File: src/rtl/ssp_pkg.sv
package ssp_pkg;
  localparam int unsigned DATA_W     = 8;
  localparam int unsigned FAST_DIV   = 4;
  localparam int unsigned FAST_SETUP = 1;
  localparam int unsigned FAST_LOW   = 2;
  localparam int unsigned SLOW_DIV   = 12;
  localparam int unsigned SLOW_SETUP = 3;
  localparam int unsigned SLOW_LOW   = 6;

  typedef enum logic {DIR_TX = 1'b0, DIR_RX = 1'b1} dir_e;
endpackage

File: src/rtl/ssp_bit_timer.sv
module ssp_bit_timer #(
  parameter int unsigned FAST_DIV   = ssp_pkg::FAST_DIV,
  parameter int unsigned FAST_SETUP = ssp_pkg::FAST_SETUP,
  parameter int unsigned FAST_LOW   = ssp_pkg::FAST_LOW,
  parameter int unsigned SLOW_DIV   = ssp_pkg::SLOW_DIV,
  parameter int unsigned SLOW_SETUP = ssp_pkg::SLOW_SETUP,
  parameter int unsigned SLOW_LOW   = ssp_pkg::SLOW_LOW
) (
  input  logic clk_i,
  input  logic rst_ni,
  input  logic start_i,
  input  logic run_i,
  input  logic fast_i,
  output logic sclk_low_o,
  output logic sample_o,
  output logic bit_end_o
);
  localparam int unsigned MAX_DIV = (FAST_DIV > SLOW_DIV) ? FAST_DIV : SLOW_DIV;
  localparam int unsigned PH_W    = $clog2(MAX_DIV);
  localparam logic [PH_W-1:0] F_LAST = PH_W'(FAST_DIV - 1);
  localparam logic [PH_W-1:0] F_FALL = PH_W'(FAST_SETUP);
  localparam logic [PH_W-1:0] F_RISE = PH_W'(FAST_SETUP + FAST_LOW);
  localparam logic [PH_W-1:0] S_LAST = PH_W'(SLOW_DIV - 1);
  localparam logic [PH_W-1:0] S_FALL = PH_W'(SLOW_SETUP);
  localparam logic [PH_W-1:0] S_RISE = PH_W'(SLOW_SETUP + SLOW_LOW);

  logic [PH_W-1:0] ph_q;
  logic [PH_W-1:0] last, fall, rise;

  assign last = fast_i ? F_LAST : S_LAST;
  assign fall = fast_i ? F_FALL : S_FALL;
  assign rise = fast_i ? F_RISE : S_RISE;

  assign sclk_low_o = run_i && (ph_q >= fall) && (ph_q < rise);
  // last cycle before the rising edge: data is captured on this edge
  assign sample_o   = run_i && (ph_q == rise - PH_W'(1));
  assign bit_end_o  = run_i && (ph_q == last);

  always_ff @(posedge clk_i or negedge rst_ni) begin
    if (!rst_ni)        ph_q <= '0;
    else if (start_i)   ph_q <= '0;
    else if (run_i)     ph_q <= bit_end_o ? '0 : ph_q + PH_W'(1);
  end
endmodule

File: src/rtl/ssp_shifter.sv
module ssp_shifter #(
  parameter int unsigned DATA_W = ssp_pkg::DATA_W
) (
  input  logic              clk_i,
  input  logic              rst_ni,
  input  logic              load_i,
  input  logic [DATA_W-1:0] load_data_i,
  input  logic              shift_i,
  input  logic              sample_i,
  input  logic              din_i,
  output logic              dout_o,
  output logic [DATA_W-1:0] rx_sh_o
);
  logic [DATA_W-1:0] tx_sh_q, rx_sh_q;

  always_ff @(posedge clk_i or negedge rst_ni) begin
    if (!rst_ni)      tx_sh_q <= '0;
    else if (load_i)  tx_sh_q <= load_data_i;
    else if (shift_i) tx_sh_q <= {1'b0, tx_sh_q[DATA_W-1:1]};
  end

  // LSB arrives first, so it ends up at bit 0 after DATA_W samples
  always_ff @(posedge clk_i or negedge rst_ni) begin
    if (!rst_ni)       rx_sh_q <= '0;
    else if (sample_i) rx_sh_q <= {din_i, rx_sh_q[DATA_W-1:1]};
  end

  assign dout_o  = tx_sh_q[0];
  assign rx_sh_o = rx_sh_q;
endmodule

File: src/rtl/ssp_ctrl.sv
module ssp_ctrl
  import ssp_pkg::*;
#(
  parameter int unsigned DATA_W = ssp_pkg::DATA_W
) (
  input  logic              clk_i,
  input  logic              rst_ni,
  input  logic              wr_i,
  input  logic              rx_en_i,
  input  logic              fast_i,
  input  logic              clr_tx_done_i,
  input  logic              clr_rx_done_i,
  input  logic              bit_end_i,
  input  logic [DATA_W-1:0] rx_sh_i,
  output logic              start_o,
  output logic              load_o,
  output logic              busy_o,
  output dir_e              dir_o,
  output logic              fast_sel_o,
  output logic [DATA_W-1:0] rx_data_o,
  output logic              tx_done_o,
  output logic              rx_done_o
);
  localparam int unsigned BC_W = $clog2(DATA_W);
  localparam logic [BC_W-1:0] LAST_BIT = BC_W'(DATA_W - 1);

  logic            busy_q, fast_q, tx_done_q, rx_done_q;
  dir_e            dir_q;
  logic [BC_W-1:0] bit_q;
  logic [DATA_W-1:0] rx_buf_q;
  logic            start_tx, start_rx, frame_end;

  // transmit wins over a reception start in the same cycle
  assign start_tx  = !busy_q && wr_i;
  assign start_rx  = !busy_q && !wr_i && rx_en_i && !rx_done_q;
  assign frame_end = busy_q && bit_end_i && (bit_q == LAST_BIT);

  always_ff @(posedge clk_i or negedge rst_ni) begin
    if (!rst_ni) begin
      busy_q <= 1'b0;
      dir_q  <= DIR_TX;
      fast_q <= 1'b0;
      bit_q  <= '0;
    end else if (start_tx || start_rx) begin
      busy_q <= 1'b1;
      dir_q  <= start_rx ? DIR_RX : DIR_TX;
      fast_q <= fast_i;
      bit_q  <= '0;
    end else if (frame_end) begin
      busy_q <= 1'b0;
    end else if (busy_q && bit_end_i) begin
      bit_q  <= bit_q + BC_W'(1);
    end
  end

  always_ff @(posedge clk_i or negedge rst_ni) begin
    if (!rst_ni) begin
      tx_done_q <= 1'b0;
      rx_done_q <= 1'b0;
      rx_buf_q  <= '0;
    end else begin
      if (frame_end && dir_q == DIR_TX) tx_done_q <= 1'b1;
      else if (clr_tx_done_i)           tx_done_q <= 1'b0;
      if (frame_end && dir_q == DIR_RX) begin
        rx_done_q <= 1'b1;
        rx_buf_q  <= rx_sh_i;
      end else if (clr_rx_done_i) begin
        rx_done_q <= 1'b0;
      end
    end
  end

  assign start_o    = start_tx || start_rx;
  assign load_o     = start_tx;
  assign busy_o     = busy_q;
  assign dir_o      = dir_q;
  assign fast_sel_o = fast_q;
  assign rx_data_o  = rx_buf_q;
  assign tx_done_o  = tx_done_q;
  assign rx_done_o  = rx_done_q;
endmodule

File: src/rtl/ssp_shift_port.sv
module ssp_shift_port
  import ssp_pkg::*;
#(
  parameter int unsigned DATA_W     = ssp_pkg::DATA_W,
  parameter int unsigned FAST_DIV   = ssp_pkg::FAST_DIV,
  parameter int unsigned FAST_SETUP = ssp_pkg::FAST_SETUP,
  parameter int unsigned FAST_LOW   = ssp_pkg::FAST_LOW,
  parameter int unsigned SLOW_DIV   = ssp_pkg::SLOW_DIV,
  parameter int unsigned SLOW_SETUP = ssp_pkg::SLOW_SETUP,
  parameter int unsigned SLOW_LOW   = ssp_pkg::SLOW_LOW
) (
  input  logic              clk_i,
  input  logic              rst_ni,
  input  logic              wr_i,
  input  logic [DATA_W-1:0] wr_data_i,
  input  logic              rx_en_i,
  input  logic              fast_i,
  input  logic              clr_tx_done_i,
  input  logic              clr_rx_done_i,
  input  logic              dat_i,
  output logic              sclk_o,
  output logic              dat_o,
  output logic              dat_oe_o,
  output logic [DATA_W-1:0] rx_data_o,
  output logic              tx_done_o,
  output logic              rx_done_o
);
  logic start, load, busy, fast_sel;
  logic sclk_low, sample, bit_end, sh_out;
  dir_e rx_dir;
  logic [DATA_W-1:0] rx_sh;

  ssp_ctrl #(.DATA_W(DATA_W)) u_ctrl (
    .clk_i, .rst_ni, .wr_i, .rx_en_i, .fast_i, .clr_tx_done_i, .clr_rx_done_i,
    .bit_end_i  (bit_end),
    .rx_sh_i    (rx_sh),
    .start_o    (start),
    .load_o     (load),
    .busy_o     (busy),
    .dir_o      (rx_dir),
    .fast_sel_o (fast_sel),
    .rx_data_o, .tx_done_o, .rx_done_o
  );

  ssp_bit_timer #(
    .FAST_DIV(FAST_DIV), .FAST_SETUP(FAST_SETUP), .FAST_LOW(FAST_LOW),
    .SLOW_DIV(SLOW_DIV), .SLOW_SETUP(SLOW_SETUP), .SLOW_LOW(SLOW_LOW)
  ) u_timer (
    .clk_i, .rst_ni,
    .start_i    (start),
    .run_i      (busy),
    .fast_i     (fast_sel),
    .sclk_low_o (sclk_low),
    .sample_o   (sample),
    .bit_end_o  (bit_end)
  );

  ssp_shifter #(.DATA_W(DATA_W)) u_shift (
    .clk_i, .rst_ni,
    .load_i      (load),
    .load_data_i (wr_data_i),
    .shift_i     (bit_end && rx_dir == DIR_TX),
    .sample_i    (sample && rx_dir == DIR_RX),
    .din_i       (dat_i),
    .dout_o      (sh_out),
    .rx_sh_o     (rx_sh)
  );

  assign sclk_o   = !sclk_low;
  assign dat_oe_o = busy && rx_dir == DIR_TX;
  assign dat_o    = dat_oe_o ? sh_out : 1'b1;
endmodule

File: config.mk
export PLATFORM = sky130hd
export DESIGN_NAME = ssp_shift_port
export DESIGN_NICKNAME = d
export VERILOG_FILES = /design/src/rtl/ssp_pkg.sv /design/src/rtl/ssp_bit_timer.sv /design/src/rtl/ssp_shifter.sv /design/src/rtl/ssp_ctrl.sv /design/src/rtl/ssp_shift_port.sv
export SDC_FILE = /design/constraint.sdc
export NUM_CORES = 1
export LEC_CHECK = 0
export BUFFER_PORTS_ARGS = -buffer_cell sky130_fd_sc_hd__buf_2
export CORE_MARGIN = 2
export CORE_UTILIZATION = 55
export DETAILED_ROUTE_END_ITERATION = 16
export GPL_TIMING_DRIVEN = 0
export PLACE_DENSITY = 0.83
export SKIP_LAST_GASP = 1
export SYNTH_ARGS = -nofsm -noshare
export SYNTH_HDL_FRONTEND = slang
export SYNTH_SLANG_ARGS = --single-unit
export TNS_END_PERCENT = 1
File: constraint.sdc
create_clock -name clk_i -period 2.8 [get_ports clk_i]
set_clock_uncertainty 0.15 [all_clocks]
set_input_delay 0.56 -clock clk_i [delete_from_list [all_inputs] [get_ports clk_i]]
set_output_delay 0.56 -clock clk_i [all_outputs]
set_load 0.02 [all_outputs]
==> results by group, run 1 <==
Setup path
  • Worst setup SP type: register
  • Crit Path Max Fanout: 5
  • Required time of the critical path: 2090 ps
  • Reg2Reg Depth: 4
  • CP Capture Type: primary output
  • FF-to-FF Start: u_timer.ph_q[3]
  • R2r endpoint: u_ctrl.rx_data_o[4]
  • Worst EP arrival: about 1900 ps
  • Worst R2R Setup Slack: 870 ps
  • CP Class: reg -> out

Status
  • Status: finished clean

STA
  • Fmax: around 400 MHz
  • Hold Fails Final Rpt: 0
  • Final Hold Slack: 126 ps
  • Setup TNS: 0 ps
  • RSZ-0062 raised after global routing: no
  • Crit share post-route: ~90%
  • Slew Limit Fails: 0
  • Setup Viol. Count Final: 0
  • Tmin final: 2560 ps
  • Slew @ Worst Pin: between 700 and 800 ps
  • Slew HR: 47.7%
  • Setup slack after layout: approximately 240 ps

CTS
  • Total CTS buffers: 5
  • Clock latency on the worst-skew pair: 350 ps
  • Sinks on Clock Net: 36
  • Setup bufs post-CTS: 0
  • CTS tree: done
  • Root Driver: clkbuf_4
  • PostCTS Resize Cnt: 0
  • CTS Buffer Depth: 2
  • Clock transition at path regs: 100 ps
  • Cts hold-fix bufs: 0
  • CTS H-tree lvls: 2

Final layout
  • Cell Count, Final, Fillers Out: 227
  • Design area: between 1500 and 2000 µm²
  • Fin nets: 205
  • Share of layout cells above drive strength 1: approximately a third
  • Fillers: 244
  • Diode count: 0
  • Final core utilization: 65.8%
  • Area delta synth->final: 15.0%

Power and ir drop
  • Sw Ratio: 37.3%
  • Design Power: 1.80 mW
  • Peak VDD IR: 0.534 mV
  • Comb pwr share: 38.7%
  • Static Leakage: 1.02 nW
  • P per Cell Area: 902 nW/µm²
  • Sequential Power Share: 44.0%
  • Pint: 1.13 mW
  • Clock power share: 17.3%
  • Net Sw Power: 0.670 mW

Detailed routing
  • Antenna viol nets, final: 0
  • DR iter-0 viols: 53
  • WL/cell: 15.3 µm
  • WL final: 3.47 mm
  • Vias: about 1300
  • # DRC: 0
  • Via density: between 5 and 6
  • Pre-antenna DRT Iters: 4

Floorplan
  • Row cnt: 20
  • Die X: between 60 and 70 µm
  • Core area: 3030 µm²
  • Boundary pin count: 29
  • Die area: about 3600 µm²
  • Die span in y: ~60 µm
  • Starting Density: 57.2%

Global routing
  • Gr usage total: approximately 23%
  • Vias in the first global route: roughly 1200
  • Largest net degree at the start of global routing: 37
  • Overflow after GRT: 0
  • First-pass GRT wire length: 5.85 mm
  • Initial antenna violation count: 0

Synthesis
  • Yosys top cell by area: dfrtp_1
  • Top cells by count, synth: dfrtp_1, nand3_1, nor2_1, o21ai_0
  • Asr flop ratio synth: 100%
  • Register bit total from synthesis: 36
  • Synth Warn #: 0
  • Synth Net Count: 170
  • Ys flop type: dfrtp_1
  • Area share of the largest cell type after synthesis: 52.0%
  • Post-synth design cell area: between 1500 and 2000 µm²
  • Seq/Total Area, Yosys: 52.0%
  • Ranking of synthesized cells by area: dfrtp_1, mux2_4, mux2_2, ha_1, nand3_1
  • Yosys cell types: 34
  • Syn avg cell area: 11.7 µm²
  • Post-synth EDFFs: 0
  • Most frequent cell after synthesis: dfrtp_1
  • Post-Syn Instances: 148

Job
  • Total of max-cap violations: 0

Place
  • Placed cell area: just under 2000 µm²
  • PortBufs: 28
  • Dpl ws: 608 ps
  • Post-DP HPWL: 2.50 mm
  • Routability cong.: 0.756
  • Placed Instances: 220

Min path
  • Worst hold path class: in -> async
[routing by layer]
layer	share of wire, %	wire, µm	GRT usage [%]	vias to the layer above
li1	-	-	-	603
met1	43	1500	29.3	606
met2	50	1730	34.2	38
met3	4.4	152	6.93	10
met4	2.5	85	11.7	0
met5	0	0	0	-
[power groups by stage]
stage,sequential [mW],clock [mW],combinational (mW)
final,0.791,0.311,0.695
after global routing,0.813,0.337,0.773
after CTS,0.787,0.319,0.697
after detailed placement,0.796,0,0.695
after global placement,0.784,0,0.640
after floorplan,0.764,0,0.519
[layout make-up]
cell class	count	area, µm²	share of cell area, %
buffer	7	33.8	1.70
clock buffer	7	65.1	3.27
inverter	6	22.5	1.13
multi-input combinational	99	774	38.9
sequential	36	901	45.2
tap	44	55.1	2.76
timing repair buffer	28	140	7.04
[worst max-delay path, cell delays in order, from the launching register on]
cell and delay, ps:
dfrtp_1 450, ha_1 330, a211o_1 300, a22oi_1 170
nand3b_1 90, buf_2 160
[registers in the layout, indices dropped and copies added, names as in the netlist]
| name | count |
|---|---|
| u_shift.tx_sh_q | 8 |
| u_ctrl.rx_done_o | 1 |
| u_ctrl.dir_o | 1 |
| u_ctrl.tx_done_o | 1 |
| u_ctrl.rx_data_o | 8 |
| u_shift.rx_sh_o | 8 |
| u_ctrl.busy_o | 1 |
| u_ctrl.fast_sel_o | 1 |
| u_ctrl.bit_q | 3 |
| u_timer.ph_q | 4 |
[kinds of logic (layout without fill, tap and decap cells)]
kind of cell	count (synthesis)	after routing	share of synthesized area, %
AND/OR/NAND/NOR	43	43	15.5
flip-flops	36	36	52.0
adder cells (fa/ha/maj)	6	6	4.34
AO/OA/AOI/OAI	33	33	12.1
buffers and inverters	13	48	3.25
multiplexers	17	17	12.8
[how the worst max path moves through the flow]
stage | cells past startpoint | startpoint | slack [ps] | end
final | 5 | u_timer.ph_q[1] | 240 | sclk_o
after global routing | 6 | u_ctrl.fast_sel_o | 130 | sclk_o
after CTS | 5 | u_timer.ph_q[1] | 210 | sclk_o
after detailed placement | 5 | u_timer.ph_q[1] | 610 | sclk_o
after global placement | 6 | u_ctrl.fast_sel_o | 690 | sclk_o
after floorplan | 5 | u_ctrl.fast_sel_o | 770 | sclk_o
[placed cells by master (no fill, tap or decap), types with 3 or more instances in the layout]
cell / count
nand2b_1: 7
mux2_4: 8
dfrtp_1: 36
ha_1: 6
nand3_1: 11
a31oi_1: 8
mux2_2: 8
a21oi_1: 4
a22o_1: 3
buf_2: 34
o21ai_0: 10
clkbuf_4: 5
nor2_1: 10
nor2b_1: 3
inv_1: 5
Power figures use the tool's default switching activity.
==> run 2: changes to the inputs <==
- PLACE_DENSITY: 0.83 -> 0.77
==> results by group, run 2 (synthesized netlist as in run 1, its figures left out) <==
Status
  • Status: finished clean

CTS
  • PostCTS Resize Cnt: 0
  • Clock latency on the worst-skew pair: ~340 ps
  • Cts hold-fix bufs: 0
  • Root Driver: clkbuf_4
  • CTS Buffer Depth: 2
  • CTS H-tree lvls: 2
  • Clock transition at path regs: 100 ps
  • Sinks on Clock Net: 36
  • Total CTS buffers: 5
  • CTS tree: done
  • Setup bufs post-CTS: 0

Detailed routing
  • Pre-antenna DRT Iters: 5
  • Vias: 1268
  • Antenna viol nets, final: 0
  • WL final: approximately 3.3 mm
  • # DRC: 0
  • Via density: roughly 5.6
  • DR iter-0 viols: 41
  • WL/cell: 14.7 µm

Final layout
  • Share of layout cells above drive strength 1: 33.3%
  • Most common cell after layout, fill and taps aside: dfrtp_1
  • Area delta synth->final: 15.0%
  • Diode count: 0
  • Area of the multi-input gates: between 700 and 800 µm²
  • FF/Latch Area: 901 µm²
  • Commonest cells after routing, fill and taps aside: dfrtp_1, buf_2, nand3_1
  • Fillers: 237
  • Fin nets: just over 200

Global routing
  • Initial antenna violation count: 0
  • First-pass GRT wire length: about 5.9 mm
  • Largest net degree at the start of global routing: 37
  • Gr usage total: 22.4%
  • Overflow after GRT: 0
  • Vias in the first global route: 1269

Power and ir drop
  • P per Cell Area: 889 nW/µm²
  • Static Leakage: 1.02 nW
  • Design Power: 1.77 mW
  • Peak VDD IR: 0.491 mV

Floorplan
  • Row cnt: 20
  • Die span in y: between 60 and 70 µm
  • Boundary pin count: 29
  • Die area: 3610 µm²
  • Starting Density: 57.2%
  • Die X: between 60 and 70 µm
  • Core area: 3030 µm²

Setup path
  • Worst path cell trace: inv_1, ha_1, a211o_1, a22oi_1, nand3b_1, buf_2
  • Crit Path Max Fanout: 4
  • CP Class: reg -> out
  • Slowest cell on crit path: dfrtp_1
  • CP Capture Type: primary output
  • Required time of the critical path: between 2000 and 2500 ps
  • Worst setup SP type: register
  • Worst EP arrival: 1820 ps
  • CP peak stage delay: 420 ps

STA
  • RSZ-0062 raised after global routing: no
  • Crit share post-route: 90.3%
  • Slew Limit Fails: 0
  • Slew HR: 48.3%
  • Hold Fails Final Rpt: 0
  • Fmax: 395 MHz
  • Slew @ Worst Pin: 775 ps
  • Tmin final: 2530 ps
  • Setup TNS: 0 ps
  • Setup Viol. Count Final: 0

Place
  • Post-DP HPWL: 2.31 mm
  • PortBufs: 28
  • Routability cong.: 0.819

Min path
  • Worst hold path class: in -> async

Job
  • Total of max-cap violations: 0
-- run 2: cell counts in the layout (fill, tap and decap cells not counted) --
Identical to the previous run, type by type.
-- run 2: worst paths after layout --
path                                       endpoint  slack (ps)                start  cells after the start
worst min register to register  u_ctrl.rx_data_o[0]         340  u_ctrl.rx_data_o[0]                      1
worst min-delay path                u_timer.ph_q[2]         140               rst_ni                      1
worst max-delay path                         sclk_o         270    u_ctrl.fast_sel_o                      6
max in group asynchronous       u_ctrl.rx_data_o[3]        1870               rst_ni                      1
worst max register to register   u_shift.rx_sh_o[4]         850      u_timer.ph_q[3]                      4
min in group clk_i                 u_ctrl.rx_done_o         250        clr_rx_done_i                      2
-- run 2: report_power, final --
part / leakage [nW] / total, mW / internal [mW] / switching (mW)
Combinational: 0.513 / 0.678 / 0.318 / 0.359
Sequential: 0.471 / 0.789 / 0.666 / 0.123
Clock: 0.0374 / 0.304 / 0.142 / 0.162
Total: 1.02 / 1.77 / 1.13 / 0.644
-- run 2: final cells by class --
cell class                 instances  area share (%)
buffer                             7            1.70
clock buffer                       7            3.27
inverter                           6            1.13
multi-input combinational         99            38.9
sequential                        36            45.2
tap                               44            2.76
timing repair buffer              28            7.04
-- run 2: metal layers --
layer | part of all wire, % | wire length [µm] | GRT usage (%) | vias to the layer above
met4 | 1.3 | 42 | 6.67 | 0
li1 | - | - | - | 606
met2 | 50 | 1670 | 34.8 | 37
met5 | 0 | 0 | 0 | -
met3 | 4.4 | 148 | 7.14 | 6
met1 | 44 | 1480 | 29.8 | 619
-- run 2: per-stage QoR --
stage | cell area (µm²) | hold slack, ps | utilization, % | cells | setup slack [ps]
floorplan | 1730 | 114 | - | 148 | 768
global placement | 1930 | 311 | 63.6 | 220 | 686
detailed placement | 1930 | 326 | 63.6 | 220 | 648
CTS | 1990 | 167 | 65.8 | 227 | 267
global route | 1990 | 180 | 65.8 | 227 | 123
finish | 1990 | 141 | 65.8 | 227 | 271
-- run 2: worst max-delay path, delay by kind of cell, from the launching register on --
kind | cells | cell delay (ps)
fa+ha+maj | 1 | 320
buf+inv | 2 | 220
flops | 1 | 420
simple gates | 1 | 80
compound gates | 2 | 440
==> run 3: changes to the inputs <==
- BUFFER_PORTS_ARGS: -buffer_cell sky130_fd_sc_hd__buf_2 -> -buffer_cell sky130_fd_sc_hd__clkbuf_2
- CORE_ASPECT_RATIO: not set -> 0.7
==> results by group, run 3 (synthesized netlist as in run 1, its figures left out) <==
STA
  • Hold Fails Final Rpt: 0
  • Crit share post-route: 89.2%
  • Slew HR: roughly two fifths
  • Setup Viol. Count Final: 0
  • Final Hold Slack: roughly 220 ps
  • RSZ-0062 raised after global routing: no
  • Tmin final: 2500 ps
  • Setup TNS: 0 ps
  • Slew @ Worst Pin: 888 ps
  • Slew Limit Fails: 0
  • Fmax: about 400 MHz

Power and ir drop
  • Pint: 1.25 mW
  • Sw Ratio: 35.2%
  • Static Leakage: ~1.0 nW
  • Sequential Power Share: approximately 40%
  • Peak VDD IR: 0.506 mV
  • Comb pwr share: 35.6%
  • P per Cell Area: 951 nW/µm²
  • Clock power share: a little under a quarter
  • Net Sw Power: ~0.68 mW

Job
  • Total of max-cap violations: 0

Global routing
  • Largest net degree at the start of global routing: 37
  • Vias in the first global route: 1286
  • Overflow after GRT: 0
  • Gr usage total: 22.0%
  • First-pass GRT wire length: about 6.0 mm
  • Initial antenna violation count: 0

Floorplan
  • Starting Density: 59.7%
  • Die X: approximately 70 µm
  • Core area: ~2900 µm²
  • Die span in y: 50.9 µm
  • Boundary pin count: 29
  • Row cnt: 16
  • Die area: 3620 µm²

Detailed routing
  • Vias: 1305
  • Via density: 5.93
  • DR iter-0 viols: about 110
  • Pre-antenna DRT Iters: 4
  • WL final: about 3.6 mm
  • Antenna viol nets, final: 0
  • # DRC: 0
  • WL/cell: 16.2 µm

Place
  • Routability cong.: 0.781
  • Placed cell area: 1920 µm²
  • Placed Instances: approximately 210
  • Post-DP HPWL: 2.51 mm
  • PortBufs: 28

CTS
  • CTS H-tree lvls: 2
  • PostCTS Resize Cnt: 0
  • CTS tree: done
  • Total CTS buffers: 5
  • Root Driver: clkbuf_8
  • Cts hold-fix bufs: 0
  • Clock transition at path regs: ~70 ps
  • CTS Buffer Depth: 2
  • Setup bufs post-CTS: 0
  • Clock latency on the worst-skew pair: 300 ps
  • Sinks on Clock Net: 36

Setup path
  • FF-to-FF Start: u_timer.ph_q[3]
  • CP top delay family: compound AO/OA/AOI/OAI gates
  • CP Capture Type: primary output
  • Required time of the critical path: 2090 ps
  • Slowest cell on crit path: dfrtp_1
  • Worst path cell trace: inv_1, ha_1, a211o_1, a22oi_1, nand3b_1, clkbuf_2
  • Worst Setup SP: u_ctrl.fast_sel_o
  • CP peak stage delay: 400 ps
  • CP Class: reg -> out
  • Worst R2R Setup Slack: 860 ps
  • Worst EP arrival: 1790 ps
  • Crit Path Max Fanout: 4
  • Worst setup SP type: register
  • CP bufs+invs: 2

Final layout
  • Design area: 2020 µm²
  • Most common cell after layout, fill and taps aside: dfrtp_1
  • Cell Count, Final, Fillers Out: 220
  • Area delta synth->final: 16.9%
  • Diode count: 0
  • Fillers: 209
  • Share of layout cells above drive strength 1: ~33%
  • Commonest cells after routing, fill and taps aside: dfrtp_1, clkbuf_2, nand3_1
  • FF/Latch Area: 901 µm²
  • Area of the multi-input gates: 774 µm²
  • Fin nets: 205

Min path
  • Worst hold path class: in -> async

Status
  • Status: finished clean
[run 3: cell types whose count changed in the layout (fill, tap and decap cells not counted), sizes merged]
cell    delta
buf       -28
bufinv     +1
clkbuf    +27
clkinv     +1
[run 3: area by class of cell]
cell class	count	share of cell area, %
plain buffers	7	1.67
clock buffers	6	3.58
clock inverters	2	1.73
inverters	6	1.11
multi-input cells	99	38.3
flip-flops and latches	36	44.5
well taps	36	2.22
repair buffers	28	6.92
[run 3: per-stage QoR]
stage | utilization [%] | worst slack [ps] | total power, mW
after floorplan | - | 768 | 1.28
after global placement | 66.0 | 702 | 1.42
after detailed placement | 66.0 | 620 | 1.48
after CTS | 69.7 | 286 | 1.93
after global routing | 69.7 | 216 | 2.05
final | 69.7 | 303 | 1.92
[run 3: power by group through the flow]
| stage | Combinational, mW | Clock (mW) | Sequential, mW |
|---|---|---|---|
| after CTS | 0.689 | 0.456 | 0.790 |
| after global routing | 0.762 | 0.474 | 0.812 |
| after floorplan | 0.519 | 0 | 0.764 |
| after global placement | 0.640 | 0 | 0.783 |
| after detailed placement | 0.688 | 0 | 0.796 |
| final | 0.686 | 0.446 | 0.792 |
[run 3: final timing paths]
kind,end,cells after the start
worst max-delay path,sclk_o,6
worst min-delay path,u_shift.rx_sh_o[1],1
worst max register to register,u_shift.rx_sh_o[5],4
worst min register to register,u_ctrl.rx_data_o[5],1
max in group asynchronous,u_shift.tx_sh_q[7],1
min in group clk_i,u_ctrl.rx_done_o,2
[run 3: metal layers]
metal  share of wire [%]  track usage, %
met1                  46            28.5
met2                  47            34.4
met3                 5.0            5.92
met4                 2.3            10.7
met5                   0               0
[run 3: worst reg2reg max path, stage by stage (launching register included)]
cell and delay (ps):
dfrtp_1 430, ha_1 430, and4bb_1 280, nand3_4 180, mux2_4 350
